File: src/rtl/bpd_pkg.sv
package bpd_pkg;

    typedef enum logic [2:0] {
        S_WAIT_EDGE,
        S_PRE_CELL,
        S_PRE_MID,
        S_DATA_CELL,
        S_DATA_MID
    } bpd_state_e;

    typedef enum logic [1:0] {
        IV_HALF,
        IV_FULL,
        IV_BAD
    } bpd_iv_e;

    // Windows are inclusive on both ends.
    function automatic bpd_iv_e bpd_classify(
        input int unsigned t,
        input int unsigned hmin,
        input int unsigned hmax,
        input int unsigned fmin,
        input int unsigned fmax
    );
        if (t >= hmin && t <= hmax)
            return IV_HALF;
        else if (t >= fmin && t <= fmax)
            return IV_FULL;
        else
            return IV_BAD;
    endfunction

endpackage

File: src/rtl/bpd_timebase.sv
module bpd_timebase #(
    parameter int unsigned CLK_PER_US = 200
) (
    input  logic clk,
    input  logic rst_n,
    output logic us_tick
);
    generate
        if (CLK_PER_US <= 1) begin : g_direct
            assign us_tick = rst_n;
        end else begin : g_div
            localparam int unsigned PW = $clog2(CLK_PER_US);
            localparam logic [PW-1:0] LAST = PW'(CLK_PER_US - 1);
            logic [PW-1:0] div_q;

            always_ff @(posedge clk or negedge rst_n) begin
                if (!rst_n) begin
                    div_q   <= '0;
                    us_tick <= 1'b0;
                end else if (div_q == LAST) begin
                    div_q   <= '0;
                    us_tick <= 1'b1;
                end else begin
                    div_q   <= div_q + 1'b1;
                    us_tick <= 1'b0;
                end
            end
        end
    endgenerate
endmodule

File: src/rtl/bpd_input_cond.sv
module bpd_input_cond #(
    parameter int unsigned FILT_TICKS = 3
) (
    input  logic clk,
    input  logic rst_n,
    input  logic us_tick,
    input  logic raw_in,
    output logic clean_lvl,
    output logic edge_pulse
);
    localparam int unsigned FW = (FILT_TICKS > 1) ? $clog2(FILT_TICKS) : 1;
    localparam logic [FW-1:0] FLAST = FW'(FILT_TICKS - 1);

    logic          meta_q;
    logic          sync_q;
    logic [FW-1:0] stab_q;

    // Two-stage synchroniser.
    always_ff @(posedge clk or negedge rst_n) begin
        if (!rst_n) begin
            meta_q <= 1'b0;
            sync_q <= 1'b0;
        end else begin
            meta_q <= raw_in;
            sync_q <= meta_q;
        end
    end

    // A new level is accepted only after FILT_TICKS consecutive ticks
    // that disagree with the accepted level.
    always_ff @(posedge clk or negedge rst_n) begin
        if (!rst_n) begin
            stab_q     <= '0;
            clean_lvl  <= 1'b0;
            edge_pulse <= 1'b0;
        end else begin
            edge_pulse <= 1'b0;
            if (sync_q == clean_lvl) begin
                stab_q <= '0;
            end else if (us_tick) begin
                if (stab_q == FLAST) begin
                    clean_lvl  <= sync_q;
                    stab_q     <= '0;
                    edge_pulse <= 1'b1;
                end else begin
                    stab_q <= stab_q + 1'b1;
                end
            end
        end
    end
endmodule

File: src/rtl/bpd_interval_timer.sv
module bpd_interval_timer
    import bpd_pkg::*;
#(
    parameter int unsigned HALF_MIN_US = 200,
    parameter int unsigned HALF_MAX_US = 300,
    parameter int unsigned FULL_MIN_US = 400,
    parameter int unsigned FULL_MAX_US = 600,
    parameter int unsigned SILENCE_US  = 800
) (
    input  logic    clk,
    input  logic    rst_n,
    input  logic    us_tick,
    input  logic    edge_in,
    output bpd_iv_e iv_class,
    output logic    timeout
);
    localparam int unsigned CW = $clog2(SILENCE_US + 2);
    localparam logic [CW-1:0] SIL  = CW'(SILENCE_US);
    localparam logic [CW-1:0] SATV = CW'(SILENCE_US + 1);

    logic [CW-1:0] age_q;

    // Microseconds since the last accepted edge; saturates past the limit.
    always_ff @(posedge clk or negedge rst_n) begin
        if (!rst_n) begin
            age_q   <= '0;
            timeout <= 1'b0;
        end else begin
            timeout <= 1'b0;
            if (edge_in) begin
                age_q <= '0;
            end else if (us_tick && age_q != SATV) begin
                age_q <= age_q + 1'b1;
                if (age_q == SIL)
                    timeout <= 1'b1;
            end
        end
    end

    assign iv_class = bpd_classify(32'(age_q), HALF_MIN_US, HALF_MAX_US,
                                   FULL_MIN_US, FULL_MAX_US);
endmodule

File: src/rtl/biphase_sync_decoder.sv
module biphase_sync_decoder
    import bpd_pkg::*;
#(
    parameter int unsigned CLK_PER_US    = 200,
    parameter int unsigned FILT_TICKS    = 3,
    parameter int unsigned HALF_MIN_US   = 200,
    parameter int unsigned HALF_MAX_US   = 300,
    parameter int unsigned FULL_MIN_US   = 400,
    parameter int unsigned FULL_MAX_US   = 600,
    parameter int unsigned SILENCE_US    = 800,
    parameter int unsigned MIN_PRE_ONES  = 4
) (
    input  logic clk,
    input  logic rst_n,
    input  logic env_in,
    output logic bit_valid,
    output logic bit_value,
    output logic frame_start,
    output logic sync_lost,
    output logic in_frame
);
    localparam int unsigned OW = $clog2(MIN_PRE_ONES + 1);
    localparam logic [OW-1:0] ONES_REQ = OW'(MIN_PRE_ONES);

    logic       us_tick;
    logic       clean_lvl;
    logic       edge_p;
    logic       timeout;
    bpd_iv_e    iv;

    bpd_state_e state_q, state_d;
    logic [OW-1:0] ones_q;

    logic emit, emit_val, sof_evt, lost_evt, ones_clr, ones_inc;

    bpd_timebase #(.CLK_PER_US(CLK_PER_US)) u_tb (
        .clk     (clk),
        .rst_n   (rst_n),
        .us_tick (us_tick)
    );

    bpd_input_cond #(.FILT_TICKS(FILT_TICKS)) u_cond (
        .clk        (clk),
        .rst_n      (rst_n),
        .us_tick    (us_tick),
        .raw_in     (env_in),
        .clean_lvl  (clean_lvl),
        .edge_pulse (edge_p)
    );

    bpd_interval_timer #(
        .HALF_MIN_US (HALF_MIN_US),
        .HALF_MAX_US (HALF_MAX_US),
        .FULL_MIN_US (FULL_MIN_US),
        .FULL_MAX_US (FULL_MAX_US),
        .SILENCE_US  (SILENCE_US)
    ) u_timer (
        .clk      (clk),
        .rst_n    (rst_n),
        .us_tick  (us_tick),
        .edge_in  (edge_p),
        .iv_class (iv),
        .timeout  (timeout)
    );

    // Next-state and event decode.
    always_comb begin
        state_d  = state_q;
        emit     = 1'b0;
        emit_val = 1'b0;
        sof_evt  = 1'b0;
        lost_evt = 1'b0;
        ones_clr = 1'b0;
        ones_inc = 1'b0;
        if (timeout && state_q != S_WAIT_EDGE) begin
            // silence
            state_d  = S_WAIT_EDGE;
            lost_evt = 1'b1;
            ones_clr = 1'b1;
        end else if (edge_p) begin
            unique case (state_q)
                S_WAIT_EDGE: begin
                    state_d  = S_PRE_CELL;
                    ones_clr = 1'b1;
                end
                S_PRE_CELL: begin
                    if (iv == IV_HALF) begin
                        state_d = S_PRE_MID;
                    end else if (iv == IV_FULL) begin
                        ones_clr = 1'b1;
                        if (ones_q >= ONES_REQ) begin
                            state_d = S_DATA_CELL;
                            emit    = 1'b1;
                            sof_evt = 1'b1;
                        end
                    end else begin
                        lost_evt = 1'b1;
                        ones_clr = 1'b1;
                    end
                end
                S_PRE_MID: begin
                    state_d = S_PRE_CELL;
                    if (iv == IV_HALF) begin
                        ones_inc = 1'b1;
                    end else begin
                        lost_evt = 1'b1;
                        ones_clr = 1'b1;
                    end
                end
                S_DATA_CELL: begin
                    if (iv == IV_HALF) begin
                        state_d = S_DATA_MID;
                    end else if (iv == IV_FULL) begin
                        emit = 1'b1;
                    end else begin
                        state_d  = S_PRE_CELL;
                        lost_evt = 1'b1;
                        ones_clr = 1'b1;
                    end
                end
                S_DATA_MID: begin
                    if (iv == IV_HALF) begin
                        state_d  = S_DATA_CELL;
                        emit     = 1'b1;
                        emit_val = 1'b1;
                    end else begin
                        state_d  = S_PRE_CELL;
                        lost_evt = 1'b1;
                        ones_clr = 1'b1;
                    end
                end
                default: begin
                    state_d  = S_WAIT_EDGE;
                    ones_clr = 1'b1;
                end
            endcase
        end
    end

    // State register and preamble counter.
    always_ff @(posedge clk or negedge rst_n) begin
        if (!rst_n) begin
            state_q <= S_WAIT_EDGE;
            ones_q  <= '0;
        end else begin
            state_q <= state_d;
            if (ones_clr)
                ones_q <= '0;
            else if (ones_inc && ones_q != ONES_REQ)
                ones_q <= ones_q + 1'b1;
        end
    end

    // Registered outputs.
    always_ff @(posedge clk or negedge rst_n) begin
        if (!rst_n) begin
            bit_valid   <= 1'b0;
            bit_value   <= 1'b0;
            frame_start <= 1'b0;
            sync_lost   <= 1'b0;
            in_frame    <= 1'b0;
        end else begin
            bit_valid   <= emit;
            bit_value   <= emit_val;
            frame_start <= sof_evt;
            sync_lost   <= lost_evt;
            in_frame    <= (state_d == S_DATA_CELL) || (state_d == S_DATA_MID);
        end
    end
endmodule

File: config.mk
export PLATFORM = sky130hd
export DESIGN_NAME = biphase_sync_decoder
export DESIGN_NICKNAME = d
export VERILOG_FILES = /design/src/rtl/bpd_pkg.sv /design/src/rtl/bpd_timebase.sv /design/src/rtl/bpd_input_cond.sv /design/src/rtl/bpd_interval_timer.sv /design/src/rtl/biphase_sync_decoder.sv
export SDC_FILE = /design/constraint.sdc
export NUM_CORES = 1
export LEC_CHECK = 0
export ABC_AREA = 1
export ABC_CLOCK_PERIOD_IN_PS = 2850
export CELL_PAD_IN_SITES_DETAIL_PLACEMENT = 0
export CELL_PAD_IN_SITES_GLOBAL_PLACEMENT = 1
export CORE_MARGIN = 1
export CORE_UTILIZATION = 45
export CTS_CLUSTER_DIAMETER = 30
export DETAILED_ROUTE_END_ITERATION = 10
export DONT_BUFFER_PORTS = 1
export PLACE_DENSITY = 0.81
export SLEW_MARGIN = 30
export SYNTH_ARGS = -nofsm -noshare
export SYNTH_HDL_FRONTEND = slang
export SYNTH_SLANG_ARGS = --single-unit
File: constraint.sdc
create_clock -name clk -period 2.85 [get_ports clk]
set_clock_uncertainty 0.1 [all_clocks]
set_input_delay 0.57 -clock clk [delete_from_list [all_inputs] [get_ports clk]]
set_output_delay 0.57 -clock clk [all_outputs]
set_load 0.05 [all_outputs]
Word-level counts from Yosys, hierarchy flattened
Index checks and enable logic that the tools add are counted.

Flip-flop bits (word level): 37. Bits of input ports: 3. Output and inout bits: 5. Word-level logic and storage cells: 109.

Add/sub/neg operators: 4. $lt $le $gt $ge: 5. Eq/ne operators: 13. Multiplexer cells: 53. Bitwise logic cells: 1. Reductions and logical operators: 17.

Operators by type and width (number): 1-bit 2-to-1 mux (31); 3-bit 2-to-1 mux (9); 10-bit 2-to-1 mux (2); 2-bit 2-to-1 mux (6); 3-bit one-hot mux with 4 select lines (1); 10-bit by 1-bit adder with 10-bit output (second input constant) (1); 10-bit == test (second input constant) (1); 10-bit by 8-bit greater-or-equal comparator with 1-bit output (second input constant) (1); 10-bit by 9-bit greater-or-equal comparator with 1-bit output (second input constant) (1); 10-bit less-or-equal comparator (second input constant) (1); 10-bit by 9-bit less-or-equal comparator with 1-bit output (second input constant) (1); 10-bit inequality test (second input constant) (1); 3-bit by 2-bit == test with 1-bit output (second input constant) (3); 8-bit by 1-bit adder with 8-bit output (second input constant) (1); 8-bit == test (second input constant) (1); 8-bit 2-to-1 mux (1); 3-bit == test (second input constant) (2); 2-bit nonzero test (3); 2-bit OR reduction (3); 1-bit logical AND (5); 1-bit one-hot mux with 2 select lines (2); 3-bit by 1-bit adder with 3-bit output (second input constant) (1); 3-bit by 1-bit == test with 1-bit output (second input constant) (1); 3-bit greater-or-equal comparator (second input constant) (1); other kinds (13) (13).

Depth between registers and ports, before layout
Depth in word-level cells: 12. Mapped depth: 14. Gate-level depth less buffers: 14.

Cells and area by module
From an unflattened synthesis, not the netlist that was laid out.

Cell total of the unflattened synthesis: 304. Area, all modules: 2232.1 µm².

By module, submodules not included: bpd_interval_timer (times used 1, cells an instance 140, area each 890.9 µm², sequential area each 275.3 µm²); biphase_sync_decoder (times used 1, cells an instance 87, area each 685.7 µm², sequential area each 275.3 µm²); bpd_timebase (times used 1, cells an instance 49, area each 406.6 µm², sequential area each 225.2 µm²); bpd_input_cond (times used 1, cells an instance 28, area each 249.0 µm², sequential area each 150.1 µm²).

Worst setup path before layout
No wires, ideal clock.

Kind: register to register. Start: register u_timer.age_q[0]. End: register in_frame. Setup time: 113 ps. Data arrival time: 1393 ps. Required time: 2637 ps. Path slack: 1245 ps. Cell stages (with the launch flop): 13. Buffers on the path: 0. Clock period less this slack: 1605 ps. Cell sequence: dfrtp_1 > inv_1 > ha_1 > nand2_1 > nand3_2 > nand2_2 > nand2_2 > nand2_2 > a21oi_2 > nand3b_1 > nand2_1 > nand2_1 > inv_1.

Longest elaborated chain between the ends: 12. Elaborated cells on any way between the ends: 21. Those cells by class: order compare (4); eq/ne (3); mux (10); reduce/logical (4).

RTL lines: start, declared (RTL line bpd_interval_timer.sv:21) `logic [CW-1:0] age_q;`; start signal, assigned (RTL line bpd_interval_timer.sv:33) `age_q <= age_q + 1'b1;`; 10-bit by 9-bit greater-or-equal comparator with 1-bit output / 10-bit less-or-equal comparator (equally long branches) (RTL line bpd_pkg.sv:27) `else if (t >= fmin && t <= fmax)`; 1-bit logical AND (RTL line bpd_pkg.sv:27); 2-bit 2-to-1 mux (RTL line bpd_pkg.sv:27); 2-bit 2-to-1 mux (*) (RTL line bpd_pkg.sv:25) `if (t >= hmin && t <= hmax)`; 2-bit by 1-bit == test with 1-bit output (RTL line biphase_sync_decoder.sv:89, biphase_sync_decoder.sv:113); 3-bit 2-to-1 mux (on tied branches) (RTL line biphase_sync_decoder.sv:113, biphase_sync_decoder.sv:89); 3-bit 2-to-1 mux (on tied branches) (RTL line biphase_sync_decoder.sv:111, biphase_sync_decoder.sv:87); 3-bit one-hot mux with 4 select lines (*) (RTL line biphase_sync_decoder.sv:81) `unique case (state_q)`; 3-bit 2-to-1 mux (*) (RTL line biphase_sync_decoder.sv:80) `end else if (edge_p) begin`; 3-bit 2-to-1 mux (*) (RTL line biphase_sync_decoder.sv:75) `if (timeout && state_q != S_WAIT_EDGE) begin`; net state_d[2] (RTL line biphase_sync_decoder.sv:31) `bpd_state_e state_q, state_d;`; 3-bit by 2-bit == test with 1-bit output / 3-bit == test (equally long branches) (RTL line biphase_sync_decoder.sv:167) `in_frame <= (state_d == S_DATA_CELL) || (state_d == S_DATA_MID);`; 1-bit logical OR (*) (RTL line biphase_sync_decoder.sv:167); end signal, assigned (RTL line biphase_sync_decoder.sv:167); end, declared (RTL line biphase_sync_decoder.sv:20) `output logic in_frame`.

Mark *: on every way through the listed nets, which the timed path passes. The rest lies on a longest branch. A chain may end at the register's enable or synchronous reset.

Worst setup path after layout
Start: register u_timer.age_q[0]. End: register in_frame.

Longest elaborated chain between the ends: 12. Elaborated cells on any way between the ends: 21. Those cells by class: order compare (4); eq/ne (3); mux (10); reduce/logical (4).

RTL lines (RTL line): 10-bit by 9-bit greater-or-equal comparator with 1-bit output / 10-bit less-or-equal comparator (equally long branches) (bpd_pkg.sv:27); 1-bit logical AND (bpd_pkg.sv:27); 2-bit 2-to-1 mux (bpd_pkg.sv:27); 2-bit 2-to-1 mux (*) (bpd_pkg.sv:25); 2-bit by 1-bit == test with 1-bit output (biphase_sync_decoder.sv:89, biphase_sync_decoder.sv:113); 3-bit 2-to-1 mux (on tied branches) (biphase_sync_decoder.sv:113, biphase_sync_decoder.sv:89); 3-bit 2-to-1 mux (on tied branches) (biphase_sync_decoder.sv:111, biphase_sync_decoder.sv:87); 3-bit one-hot mux with 4 select lines (*) (biphase_sync_decoder.sv:81); 3-bit 2-to-1 mux (*) (biphase_sync_decoder.sv:80); 3-bit 2-to-1 mux (*) (biphase_sync_decoder.sv:75); 3-bit by 2-bit == test with 1-bit output / 3-bit == test (equally long branches) (biphase_sync_decoder.sv:167); 1-bit logical OR (*) (biphase_sync_decoder.sv:167).

Every way passes the cells marked *; elsewhere a longest branch is shown, timed or not.

==> flow_summary.toml <==
[clock_network]
cts_buffers = 5
cts.sinks = 37
postCtsSetupRepairBufs = 0
ctsLongestPathBuffers = 2
cts_root_buf = "clkbuf_8"
h-tree-depth = 2
clk_pin_slew_ns = 0.08
cts_tree = "yes"
clock_latency_ns = 0.29

[worst_setup_path]
cp_max_fo = 7
worst_ep_arrival_time_ns = 1.93
worst_path_largest_cell_delay_ns = 0.40
crit_path_top_delay_cell = "dfrtp_1"
critPathCaptureType = "flop"
startpoint = "u_timer.age_q[0]"
r2r-start = "u_timer.age_q[0]"
r2r_cells = 13
r2r_setup_slack_ns = 1.02
cp_common_cell = "nand2_1"
cp-start-kind = "flop"
path_cells = "inv_1, ha_1, nand2_1, nand3_2, nand2_2, nand2_2, nand3b_1, nand4_1, nand2_1, nand2_1, nand2_1, nand2_1, inv_1"
path_class = "reg -> reg"
worstPathRequired_ns = 2.94

[pwr]
pwr_density_cell_mw_per_mm2 = 426
ir_drop_mv = 0.231
cellLeakagePower_nw = 1.07
p_total_w = 0.000929

[logic_synthesis]
synth_edf_count = 0
synth_ff_type = "dfrtp_1"
synthArstFlopShare = 1.00
synth_seq_area_share = 0.456
ys_ff_latch = 37
syn_area_sq_mm = 0.00203
synthDistinctLibCells = 31
syn_avg_cell_area_sq_um = 7.93
synth_cells = 256
yosys_warnings = 0
syn_nets = 265

[timing]
finalSetupViolations = 0
timing.final.crit_share = 0.644
hold_viol = 0
max-slew-margin-rel = 0.657
layout_setup_ws_ns = 1.02
max_freq_mhz = 545
worst_pin_slew_ns = 0.514
setup_tns_ns = 0
period_minus_slack_ns = 1.83
rsz0062_at_grt = "false"
finalMaxSlewViolations = 0

[run]
maxCapViolCount = 0

[detailed_routing]
drt-pass1-iter-count = 4
wirelength_mm = 3.62
drtAntennaViolNets = 0
num_vias = 1564
drc = 0
drtIter0Drc = 58
wire_per_inst_microns = 11.6
vias_per_cell = 5.00

[global_route]
grt_antenna_before_repair = 0
gr-total-overflow = 0
grt_usage = 0.171
grt_first_pass_wirelength_mm = 6.49
first_global_vias = 1511
grt_max_degree = 38

[floorplanning]
die_width_microns = 69.2
die_h_microns = 69.2
io_pins = 8
initial_utilization = 0.466
num_rows = 24
die_area_sq_mm = 0.00478
core-area_sq_mm = 0.00435

[layout]
nFillCells = 418
utilization = 0.500
area_growth_pct = 7.34
fin_nets = 269
n_antenna_cell = 0
layout-drive-gt1-share = 0.103

[place]
gp_congestion = 0.777
dpl_worst_slack_ns = 1.02
hpwl_mm = 2.59
io_buffer_count = 0

[worst_hold_path]
hp-class = "in -> async"

[outcome]
outcome = "completed"
## placed cells by master, fill, tap and decap left out, drive strengths merged, types with 4 or more instances in the layout
master,instances
a21oi,11
clkbuf,6
clkinv,4
dfrtp,37
ha,6
inv,37
nand2,52
nand3,22
nand4,5
nor2,39
nor3,7
nor4,5
o21ai,13
xor2,6
## flip-flops by register name, indices dropped and copies added (netlist names)
signal             count
u_cond.stab_q          2
u_cond.clean_lvl       1
u_tb.us_tick           1
state_q                3
frame_start            1
u_tb.g_div.div_q       8
sync_lost              1
bit_value              1
u_cond.meta_q          1
in_frame               1
bit_valid              1
u_cond.sync_q          1
ones_q                 3
u_timer.age_q         10
u_timer.timeout        1
u_cond.edge_pulse      1
## stage by stage
step | cell area (sq um) | cells | hold slack [ns]
floorplan | 2030 | 256 | 0.174
global placement | 2060 | 304 | 0.175
detailed placement | 2060 | 304 | 0.176
CTS | 2180 | 313 | 0.00732
global route | 2180 | 313 | 0.0107
finish | 2180 | 313 | 0.00322
## where the power goes
| group | internal [W] | switching [W] |
|---|---|---|
| sequential | 0.000526 | 0.000000600 |
| combinational | 0.00000369 | 0.0000105 |
| clock | 0.000196 | 0.000192 |
## routing by layer
metal,part of all wire,vias up,GRT usage
met3,0.027,5,0.0482
li1,-,827,-
met1,0.50,715,0.214
met5,0,-,0
met4,0.017,0,0.0680
met2,0.45,17,0.279
## Yosys cell counts (3+ instances only)
library cell	count	area (sq um)
ha_1	6	75.1
dfrtp_1	37	926
inv_1	34	128
xor2_1	6	52.6
nand2_2	6	37.5
nor2_1	38	143
nor3_1	6	30.0
inv_2	3	11.3
nand2_1	46	173
a21oi_1	9	45.0
nand4_1	5	31.3
nand3_1	20	100
nor4_1	5	31.3
o21ai_0	11	55.1
## final cells by class
| cell class | instances | area, sq um | share of cell area |
|---|---|---|---|
| Clock buffer | 6 | 82.6 | 0.0379 |
| Sequential cell | 37 | 926 | 0.425 |
| Clock inverter | 2 | 13.8 | 0.00632 |
| Multi-Input combinational cell | 175 | 917 | 0.421 |
| Timing Repair Buffer | 2 | 27.5 | 0.0126 |
| Tap cell | 52 | 65.1 | 0.0299 |
| Inverter | 39 | 146 | 0.0672 |
## cell families after synthesis
family | Yosys count | synth area share
AO/OA/AOI/OAI | 28 | 0.0832
XOR/XNOR | 6 | 0.0259
buffers and inverters | 44 | 0.0919
flip-flops | 37 | 0.456
AND/OR/NAND/NOR | 135 | 0.306
adder cells (fa/ha/maj) | 6 | 0.0370
## path summary, 6_finish.rpt
kind | to
setup / recovery | in_frame
hold / removal | frame_start
setup reg to reg | in_frame
hold reg to reg | u_cond.sync_q
max in group asynchronous | u_tb.g_div.div_q[0]
min in group clk | u_cond.meta_q
## critical path: cells and delay by family (launching register included)
kind	cells	cell delay [ns]
AND/OR/NAND/NOR	10	0.88
flip-flops	1	0.40
adder cells (fa/ha/maj)	1	0.21
buffers and inverters	2	0.14
## repair_timing
action,in CTS,in global routing
hold buffers,1,0
hold endpoints to repair,37,0
resized for setup,0,0
(Power assumes the default switching activity.)
